### src/rtl/mbuf_pkg.sv
package mbuf_pkg;
  localparam int NSLOT   = 2;
  localparam int SLOT_MS = 0;
  localparam int SLOT_WB = 1;
endpackage

### src/rtl/mbuf_slot.sv
module mbuf_slot #(
  parameter int AW = 32,
  parameter int CW = 3,
  parameter int TW = 2,
  parameter int IW = 4
) (
  input  logic          clk_i,
  input  logic          rst_ni,
  input  logic          alloc_i,
  input  logic [AW-1:0] a_addr_i,
  input  logic [CW-1:0] a_cmd_i,
  input  logic [TW-1:0] a_tid_i,
  input  logic [IW-1:0] a_rid_i,
  input  logic          a_noresp_i,
  input  logic          a_fill_i,
  input  logic          a_write_i,
  input  logic          issue_i,
  input  logic          retire_i,
  input  logic          squash_i,
  input  logic [TW-1:0] squash_tid_i,
  output logic          valid_o,
  output logic          pend_o,
  output logic          noresp_o,
  output logic          fill_o,
  output logic          tgt_o,
  output logic          write_o,
  output logic [AW-1:0] addr_o,
  output logic [CW-1:0] cmd_o,
  output logic [IW-1:0] rid_o
);
  logic          valid_q, in_svc_q, noresp_q, fill_q, tgt_q, write_q;
  logic [AW-1:0] addr_q;
  logic [CW-1:0] cmd_q;
  logic [TW-1:0] tid_q;
  logic [IW-1:0] rid_q;

  always_ff @(posedge clk_i or negedge rst_ni) begin
    if (!rst_ni) begin
      valid_q  <= 1'b0;
      in_svc_q <= 1'b0;
      noresp_q <= 1'b0;
      fill_q   <= 1'b0;
      tgt_q    <= 1'b0;
      write_q  <= 1'b0;
      addr_q   <= '0;
      cmd_q    <= '0;
      tid_q    <= '0;
      rid_q    <= '0;
    end else if (alloc_i && !valid_q) begin
      valid_q  <= 1'b1;
      in_svc_q <= 1'b0;
      noresp_q <= a_noresp_i;
      fill_q   <= a_fill_i;
      tgt_q    <= !a_noresp_i;   // buffered traffic has no target
      write_q  <= a_write_i;
      addr_q   <= a_addr_i;
      cmd_q    <= a_cmd_i;
      tid_q    <= a_tid_i;
      rid_q    <= a_rid_i;
    end else begin
      if (issue_i && valid_q && !in_svc_q) begin
        if (noresp_q) valid_q  <= 1'b0;
        else          in_svc_q <= 1'b1;
      end
      if (retire_i && valid_q && in_svc_q) begin
        valid_q  <= 1'b0;
        in_svc_q <= 1'b0;
      end
      if (squash_i && valid_q && (tid_q == squash_tid_i)) tgt_q <= 1'b0;
    end
  end

  assign valid_o  = valid_q;
  assign pend_o   = valid_q && !in_svc_q;
  assign noresp_o = noresp_q;
  assign fill_o   = fill_q;
  assign tgt_o    = tgt_q;
  assign write_o  = write_q;
  assign addr_o   = addr_q;
  assign cmd_o    = cmd_q;
  assign rid_o    = rid_q;
endmodule

### src/rtl/mbuf_arb.sv
module mbuf_arb (
  input  logic       clk_i,
  input  logic       rst_ni,
  input  logic [1:0] pend_i,   // [1] writeback, [0] miss
  input  logic       gnt_i,
  output logic       req_o,
  output logic       sel_wb_o,
  output logic       lock_o
);
  logic lock_q, lock_sel_q, pick_wb;

  assign pick_wb  = pend_i[1];
  assign req_o    = |pend_i;
  assign sel_wb_o = lock_q ? lock_sel_q : pick_wb;
  assign lock_o   = lock_q;

  // keep a presented request stable until its handshake
  always_ff @(posedge clk_i or negedge rst_ni) begin
    if (!rst_ni) begin
      lock_q     <= 1'b0;
      lock_sel_q <= 1'b0;
    end else begin
      lock_q     <= req_o && !gnt_i;
      lock_sel_q <= sel_wb_o;
    end
  end
endmodule

### src/rtl/miss_buf.sv
module miss_buf #(
  parameter int            AW        = 32,
  parameter int            BLK_BYTES = 64,
  parameter int            CW        = 3,
  parameter int            TW        = 2,
  parameter int            IW        = 4,
  parameter int            DW        = 32,
  parameter logic [CW-1:0] FILL_CMD  = 3'd6,
  parameter logic [CW-1:0] WB_CMD    = 3'd5
) (
  input  logic          clk_i,
  input  logic          rst_ni,
  input  logic          wa_en_i,
  input  logic          miss_vld_i,
  input  logic [AW-1:0] miss_addr_i,
  input  logic [CW-1:0] miss_cmd_i,
  input  logic          miss_write_i,
  input  logic          miss_uncache_i,
  input  logic          miss_noresp_i,
  input  logic [TW-1:0] miss_tid_i,
  input  logic [IW-1:0] miss_rid_i,
  input  logic          evict_vld_i,
  input  logic [AW-1:0] evict_addr_i,
  input  logic          squash_vld_i,
  input  logic [TW-1:0] squash_tid_i,
  output logic          blk_miss_o,
  output logic          blk_wb_o,
  output logic          bus_req_o,
  output logic          bus_sel_wb_o,
  output logic [AW-1:0] bus_addr_o,
  output logic [CW-1:0] bus_cmd_o,
  input  logic          bus_gnt_i,
  input  logic          rsp_vld_i,
  input  logic          rsp_wb_i,
  input  logic [DW-1:0] rsp_data_i,
  output logic          fill_done_o,
  output logic          cpl_vld_o,
  output logic [IW-1:0] cpl_rid_o,
  output logic [DW-1:0] cpl_data_o,
  output logic [CW-1:0] orig_cmd_o
);
  import mbuf_pkg::*;

  localparam int            OFF_W    = $clog2(BLK_BYTES);
  localparam logic [AW-1:0] OFF_MASK = AW'((64'd1 << OFF_W) - 64'd1);

  logic          alloc   [NSLOT];
  logic [AW-1:0] a_addr  [NSLOT];
  logic [CW-1:0] a_cmd   [NSLOT];
  logic [IW-1:0] a_rid   [NSLOT];
  logic          a_noresp[NSLOT];
  logic          a_fill  [NSLOT];
  logic          a_write [NSLOT];
  logic          issue   [NSLOT];
  logic          retire  [NSLOT];
  logic          sq      [NSLOT];

  logic [NSLOT-1:0] valid, pend, noresp, fill, tgt, write;
  logic [AW-1:0] s_addr[NSLOT];
  logic [CW-1:0] s_cmd [NSLOT];
  logic [IW-1:0] s_rid [NSLOT];

  logic wb_route, arb_lock;
  int unsigned bsel, rsel;

  assign wb_route = miss_vld_i && miss_write_i &&
                    (miss_uncache_i || !wa_en_i || miss_noresp_i);

  always_comb begin
    // miss slot
    alloc[SLOT_MS]    = miss_vld_i && !wb_route;
    a_addr[SLOT_MS]   = miss_addr_i & ~OFF_MASK;
    a_cmd[SLOT_MS]    = miss_cmd_i;
    a_rid[SLOT_MS]    = miss_rid_i;
    a_noresp[SLOT_MS] = miss_noresp_i;
    a_fill[SLOT_MS]   = !miss_uncache_i;
    a_write[SLOT_MS]  = miss_write_i;
    // writeback slot: eviction wins over a routed write
    alloc[SLOT_WB]    = evict_vld_i || wb_route;
    a_addr[SLOT_WB]   = (evict_vld_i ? evict_addr_i : miss_addr_i) & ~OFF_MASK;
    a_cmd[SLOT_WB]    = evict_vld_i ? WB_CMD : miss_cmd_i;
    a_rid[SLOT_WB]    = evict_vld_i ? '0 : miss_rid_i;
    a_noresp[SLOT_WB] = evict_vld_i || miss_noresp_i;
    a_fill[SLOT_WB]   = 1'b0;
    a_write[SLOT_WB]  = 1'b1;
  end

  mbuf_arb u_arb (
    .clk_i   (clk_i),
    .rst_ni  (rst_ni),
    .pend_i  ({pend[SLOT_WB], pend[SLOT_MS]}),
    .gnt_i   (bus_gnt_i),
    .req_o   (bus_req_o),
    .sel_wb_o(bus_sel_wb_o),
    .lock_o  (arb_lock)
  );

  assign bsel = bus_sel_wb_o ? SLOT_WB : SLOT_MS;
  assign rsel = rsp_wb_i ? SLOT_WB : SLOT_MS;

  for (genvar i = 0; i < NSLOT; i++) begin : g_slot
    assign issue[i]  = bus_gnt_i && bus_req_o && (bsel == i);
    assign retire[i] = rsp_vld_i && (rsel == i);
    assign sq[i]     = (i == SLOT_MS) ? squash_vld_i : 1'b0;

    mbuf_slot #(.AW(AW), .CW(CW), .TW(TW), .IW(IW)) u_slot (
      .clk_i       (clk_i),
      .rst_ni      (rst_ni),
      .alloc_i     (alloc[i]),
      .a_addr_i    (a_addr[i]),
      .a_cmd_i     (a_cmd[i]),
      .a_tid_i     (miss_tid_i),
      .a_rid_i     (a_rid[i]),
      .a_noresp_i  (a_noresp[i]),
      .a_fill_i    (a_fill[i]),
      .a_write_i   (a_write[i]),
      .issue_i     (issue[i]),
      .retire_i    (retire[i]),
      .squash_i    (sq[i]),
      .squash_tid_i(squash_tid_i),
      .valid_o     (valid[i]),
      .pend_o      (pend[i]),
      .noresp_o    (noresp[i]),
      .fill_o      (fill[i]),
      .tgt_o       (tgt[i]),
      .write_o     (write[i]),
      .addr_o      (s_addr[i]),
      .cmd_o       (s_cmd[i]),
      .rid_o       (s_rid[i])
    );
  end

  assign blk_miss_o = valid[SLOT_MS];
  assign blk_wb_o   = valid[SLOT_WB];
  assign bus_addr_o = s_addr[bsel];
  assign bus_cmd_o  = fill[bsel] ? FILL_CMD : s_cmd[bsel];

  logic rsp_ok;
  assign rsp_ok = rsp_vld_i && valid[rsel] && !pend[rsel];

  always_ff @(posedge clk_i or negedge rst_ni) begin
    if (!rst_ni) begin
      fill_done_o <= 1'b0;
      cpl_vld_o   <= 1'b0;
      cpl_rid_o   <= '0;
      cpl_data_o  <= '0;
      orig_cmd_o  <= '0;
    end else begin
      fill_done_o <= rsp_ok && fill[rsel];
      cpl_vld_o   <= rsp_ok && !fill[rsel] && tgt[rsel];
      if (rsp_ok) begin
        cpl_rid_o  <= s_rid[rsel];
        cpl_data_o <= write[rsel] ? '0 : rsp_data_i;
        orig_cmd_o <= s_cmd[rsel];   // restored requester command
      end
    end
  end
endmodule

### config.mk
export PLATFORM = sky130hd
export DESIGN_NAME = miss_buf
export DESIGN_NICKNAME = d
export VERILOG_FILES = /design/src/rtl/mbuf_pkg.sv /design/src/rtl/mbuf_slot.sv /design/src/rtl/mbuf_arb.sv /design/src/rtl/miss_buf.sv
export SDC_FILE = /design/constraint.sdc
export NUM_CORES = 1
export LEC_CHECK = 0
export ABC_CLOCK_PERIOD_IN_PS = 1750
export BUFFER_PORTS_ARGS = -buffer_cell sky130_fd_sc_hd__buf_2
export CAP_MARGIN = 0
export CORE_ASPECT_RATIO = 1.4
export CORE_MARGIN = 5
export CORE_UTILIZATION = 52
export CTS_BUF_LIST = sky130_fd_sc_hd__clkbuf_4 sky130_fd_sc_hd__clkbuf_8
export CTS_CLUSTER_SIZE = 20
export DETAILED_ROUTE_END_ITERATION = 6
export PLACE_DENSITY = 0.83
export SETUP_SLACK_MARGIN = 0.2
export SLEW_MARGIN = 10
export SYNTH_ARGS = -nofsm -noshare
export SYNTH_HDL_FRONTEND = slang
export SYNTH_SLANG_ARGS = --single-unit
### constraint.sdc
create_clock -name clk_i -period 1.75 [get_ports clk_i]
set_input_delay 0.35 -clock clk_i [delete_from_list [all_inputs] [get_ports clk_i]]
set_output_delay 0.35 -clock clk_i [all_outputs]
set_load 0.01 [all_outputs]
# [Word level (Yosys, flattened, before mapping)]
# Cells that the tools add are included.
[classes] add_sub_neg=0 multipliers=0 div_mod_pow=0 n_lt_le_gt_ge=4 n_eq_ne=5 shifts=0 muxes=50 n_bitwise=2 reduce_logical=56
[op_table] op="2-to-1 mux 32 bit" n=5
[op_table] op=">= comparator 33 x 2 -> 1 bit (second input constant)" n=2
[op_table] op="inverter 1 -> 33 bit" n=2
[op_table] op="logical NOT 32 bit" n=2
[op_table] op="2-to-1 mux 1 bit" n=33
[op_table] op="logical AND 1 bit" n=28
[op_table] op="2-to-1 mux 3 bit" n=8
[op_table] op="2-to-1 mux 4 bit" n=4
[op_table] op="logical NOT 1 bit" n=12
[op_table] op="nonzero test 3 bit" n=4
[op_table] op="AND reduction 2 bit" n=4
[op_table] op="!= test 3 bit (second input constant)" n=2
[op_table] op="logical OR 1 bit" n=4
[op_table] op="less-than comparator 1 x 2 -> 1 bit (second input constant)" n=2
[op_table] op="== test 1 bit (second input constant)" n=2
[op_table] op="== test 2 bit" n=1
[op_table] op="nonzero test 2 bit" n=1
[op_table] op="OR reduction 2 bit" n=1
[totals] ff_bits=122 latchBits=0 ramBits=0 romBits=0 inputBits=119 output_inout_bits=80 memories=0

# [Logic depth before layout (Yosys ltp)]
[depth] depth_word=11 ltp_mapped=6 mapped_depth_nobuf=3

# [Hierarchy]
# A second synthesis with hierarchy kept.
[unflattened] hier_cells=486 area_unflattened_um2=6497.5
[modules_own_cells] module="mbuf_slot" n_inst=2 cells_per_inst=110 area_per_inst_um2=1831.8
[modules_own_cells] module="miss_buf" n_inst=1 cells_per_inst=261 area_per_inst_um2=2752.6
[modules_own_cells] module="mbuf_arb" n_inst=1 cells_per_inst=5 area_per_inst_um2=81.3

# [Least setup slack after synthesis]
# OpenSTA, ideal clock, no wires.
[synth_path] path_kind="register to output" startpoint="reg g_slot[1].u_slot.valid_q" endpoint="out bus_addr_o[25]" t_arrival_ns=1.278 path_slack_ns=0.122 stages_incl_launch_ff=5 path_cell_list="dfrtp_1 nand2b_1 o21a_1 buf_2 mux2_2"
[synth_between] elab_chain_len=7
[synth_lines] element="start, declared" line="mbuf_slot.sv:31" source="logic valid_q, in_svc_q, noresp_q, fill_q, tgt_q, write_q;"
[synth_lines] element="start signal, assigned" line="mbuf_slot.sv:39" source="valid_q <= 1'b0;"
[synth_lines] element="start signal, assigned" line="mbuf_slot.sv:50" source="valid_q <= 1'b1;"
[synth_lines] element="start signal, assigned" line="mbuf_slot.sv:62" source="if (noresp_q) valid_q <= 1'b0;"
[synth_lines] element="logical AND 1 bit" line="mbuf_slot.sv:74" source="assign pend_o = valid_q && !in_svc_q;"
[synth_lines] element="2-to-1 mux 1 bit" line="mbuf_arb.sv:14" source="assign sel_wb_o = lock_q ? lock_sel_q : pick_wb;"
[synth_lines] element="2-to-1 mux 1 bit" line="miss_buf.sv:98" source="assign bsel = bus_sel_wb_o ? SLOT_WB : SLOT_MS;"
[synth_lines] element="inverter 1 -> 33 bit (implied by the code)" line="miss_buf.sv:135" source="assign bus_addr_o = s_addr[bsel];"
[synth_lines] element="2-to-1 mux 32 bit (implied by the code) (3 in series)" line="miss_buf.sv:135"
[synth_lines] element="end, declared" line="miss_buf.sv:30" source="output logic [AW-1:0] bus_addr_o,"
# No other way between the ends. The select of a mux whose other input is x is not followed.

# [Final worst setup path]
[layout_path] startpoint="reg g_slot[1].u_slot.in_svc_q" endpoint="out bus_cmd_o[1]"
[layout_between] elab_chain_len=9 word_cells_on_any_way=11
[layout_lines] element="start, declared" line="mbuf_slot.sv:31"
[layout_lines] element="start signal, assigned" line="mbuf_slot.sv:40" source="in_svc_q <= 1'b0;"
[layout_lines] element="start signal, assigned" line="mbuf_slot.sv:51" source="in_svc_q <= 1'b0;"
[layout_lines] element="start signal, assigned" line="mbuf_slot.sv:63" source="else in_svc_q <= 1'b1;"
[layout_lines] element="logical NOT 1 bit (*)" line="mbuf_slot.sv:74"
[layout_lines] element="logical AND 1 bit (*)" line="mbuf_slot.sv:74"
[layout_lines] element="2-to-1 mux 1 bit (*)" line="mbuf_arb.sv:14"
[layout_lines] element="2-to-1 mux 1 bit (*)" line="miss_buf.sv:98"
[layout_lines] element="inverter 1 -> 33 bit (implied by the code)" line="miss_buf.sv:136" source="assign bus_cmd_o = fill[bsel] ? FILL_CMD : s_cmd[bsel];"
[layout_lines] element="2-to-1 mux 3 bit (implied by the code) (3 in series)" line="miss_buf.sv:136"
[layout_lines] element="2-to-1 mux 3 bit (*)" line="miss_buf.sv:136"
[layout_lines] element="end, declared" line="miss_buf.sv:31" source="output logic [CW-1:0] bus_cmd_o,"
# Mark *: on every way between the ends. The rest lies on a longest branch, timed or not. The select of a mux whose other input is x is not followed.

==> reports/metrics.cfg <==
[worst_hold_path]
hold_path_class = primary input to flip-flop

[pwr]
p_total_mw = 14.95
max-vdd-ir-drop_mv = 1.340
leakage_nw = 4.121
power_density_nw_per_um2 = 1766

[clock_network]
cts_buffers = 17
cts_tree = built
clk_pin_slew_ns = 0.07
clk_latency_ns = 0.43
htreeDepth = 4
clkSinkCount = 122
clockRootBuffer = clkbuf_8
cts_buffer_depth = 2

[place]
dp_hpwl_um = 10020
gp_congestion = 0.8547
preCtsSetupSlack_ns = -0.06108
io_buffers = 180
dp.cells = 778
dpl-instance-area_um2 = 6879

[synthesis]
ys_warn_count = 0
ys_top_cells_by_area = dfrtp_1 54%, mux2_2 14%, mux2i_1 6.7%, a221o_1 4.6%, inv_1 2.7%
synth_largest_area_cell = dfrtp_1
synthMuxAreaShare = 0.2179
synth_edf_count = 0
syn_inst = 462
synth_top_family_by_area = multiplexers
synth_fa_ha_area_frac = 0
synth_top_area_frac = 0.5382
synthArstFlopShare = 1.000
synth_compound_area_frac = 0.08094
synthFlopType = dfrtp_1
yosys.area_share.simple = 0.09550
yosysMostFrequentCell = dfrtp_1
synth-xor-area-share = 0.003088
yosysUniqueCellTypes = 44
ys_seq_area_frac = 0.5382
syn_avg_cell_area_um2 = 12.28
yosys-top-cells-count = 122 x dfrtp_1, 73 x mux2_2, 41 x inv_1
yosys_register_bits = 122
syn_area_um2 = 5673

[setup_path]
critPathRequiredTime_ns = 1.40
cp.depth = 6
path_max_fanout = 15
worstPathArrival_ns = 1.85
crit_chain = nand2b_4 -> o21a_4 -> buf_12 -> buf_6 -> mux2i_1 -> buf_2
critPathBufInv = 3
reg2reg_depth = 7
max_stage_delay_ns = 0.39
crit_path_end_kind = output pin
start_kind = flip-flop
r2r_end = g_slot[1].u_slot.addr_o[9]
critPathLaunch = g_slot[1].u_slot.in_svc_q
cp_top_family = buffers and inverters
crit_type = flip-flop to output pin
reg2reg_from = g_slot[1].u_slot.valid_o
r2r_slack_ns = -0.03
cpMaxStageDelayCell = dfrtp_1
endpoint = bus_cmd_o[1]

[sta]
fin_skew_ns = 0.01392
hold_ws_ns = 0.1421
period_needed_ns = 2.197
finalSetupViolCount = 57
layout_setup_ws_ns = -0.4472
fin_crit_sh = 1.256
hold_violations = 0
fin_setup_tns_ns = -11.75
fmaxAchievable_mhz = 455.1
final-max-slew-violation-count = 0
rsz0062_at_grt = yes
slew_headroom = 0.6078
max_slew.worst_pin.slew_ns = 0.5870

[drt]
wire_per_inst_um = 19.76
ant_nets = 0
num_vias = 4626
routed_wl_um = 16950
avgViaCountPerCell = 5.392
post-route-drc-count = 0
firstDrtPassIters = 5
first_iter_violations = 222

[floorplanning]
rows = 45
initial_core_util = 0.5275
io_pins = 199
die_area_um2 = 13130
fp.dieH_um = 133.6
fp.dieW_um = 98.28
core_um2 = 10750

[grt]
grt_pass1_wl_um = 25720
antenna_found_initial = 1
grt_pass1_vias = 4999
grt_max_degree = 36
grtUsageTotal = 0.2491
overflow = 0

[layout]
fin_nets = 823
num_antenna_cells = 0
final_util = 0.7876
final_cells = 858
postLayoutCellArea_um2 = 8469
nFillCells = 636
area_growth_syn_to_layout_pct = 49.29
drive_gt1_frac = 0.5384

[outcome]
status = complete, but fails checks
violations = negative setup slack

[job]
maxCapViolations = 0

[power breakdown]
group,internal [mW],switching [mW]
logic,4.39,3.12
clock network,1.39,1.14
registers,4.10,0.817
total,9.88,5.08
[layout by cell type, fill, tap and decap left out, types with 4 or more instances in the layout]
master / netlist / final
buf_12: 0 / 15
and2_0: 18 / 18
buf_16: 0 / 10
buf_2: 13 / 162
and2_1: 8 / 8
a221o_1: 26 / 26
inv_1: 41 / 40
dfrtp_1: 122 / 121
mux2i_1: 38 / 32
clkinv_2: 0 / 4
buf_4: 10 / 17
nand2_1: 40 / 39
clkbuf_8: 0 / 20
buf_6: 4 / 37
mux2_2: 73 / 33
mux2_4: 0 / 43
buf_8: 0 / 6
conb_1: 1 / 6
mux2i_2: 0 / 5
nor2_1: 4 / 4
[cell families after synthesis]
family,Yosys count
other,1
buffers and inverters,74
multiplexers,114
AND/OR/NAND/NOR,100
XOR/XNOR,2
flip-flops,122
AO/OA/AOI/OAI,49
[layer usage]
layer  vias up  part of all wire  track usage  wire, um
met5         -           0.00041            0         7
met4         2             0.022       0.1017       370
met3        28             0.076      0.07753      1291
met2       205              0.52       0.4318      8806
met1      2300              0.38       0.2848      6478
li1       2091                 -            -         -
[sequential cells by signal, summed over array words and instances, names as in the netlist, 3 cells and up]
signal / flops
g_slot.u_slot.addr_o: 52
cpl_data_o: 32
g_slot.u_slot.rid_o: 8
g_slot.u_slot.cmd_o: 6
cpl_rid_o: 4
orig_cmd_o: 3
[layout make-up]
| class | instances | area [um2] | share of cell area |
|---|---|---|---|
| clock inverter | 11 | 120.1 | 0.01418 |
| sequential | 122 | 3054 | 0.3606 |
| tap | 141 | 176.4 | 0.02083 |
| multi-input combinational | 271 | 2574 | 0.3039 |
| timing repair buffer | 251 | 2106 | 0.2486 |
| inverter | 41 | 156.4 | 0.01847 |
| clock buffer | 21 | 282.8 | 0.03339 |
[how the worst min path moves through the flow]
stage	start	endpoint	slack, ns	depth (start not counted)
6_report	miss_tid_i[0]	g_slot[0].u_slot.tid_q[0]	0.14	2
5_1_grt	bus_gnt_i	u_arb.lock_o	0.13	2
4_1_cts	bus_gnt_i	u_arb.lock_o	0.11	2
3_5_place_dp	rst_ni	cpl_data_o[2]	0.33	1
3_3_place_gp	rst_ni	cpl_data_o[5]	0.32	1
2_1_floorplan	rst_ni	cpl_data_o[0]	0.05	0
[what timing repair did]
action	4_1_cts	5_1_grt
gates resized for setup	80	56
endpoints found under the setup margin	93	145
gates cloned	10	3
hold endpoints to repair	28	0
pin swaps	12	31
hold buffers	1	0
buffers inserted	20	14
Note: power is estimated with default switching activity, not from simulation.
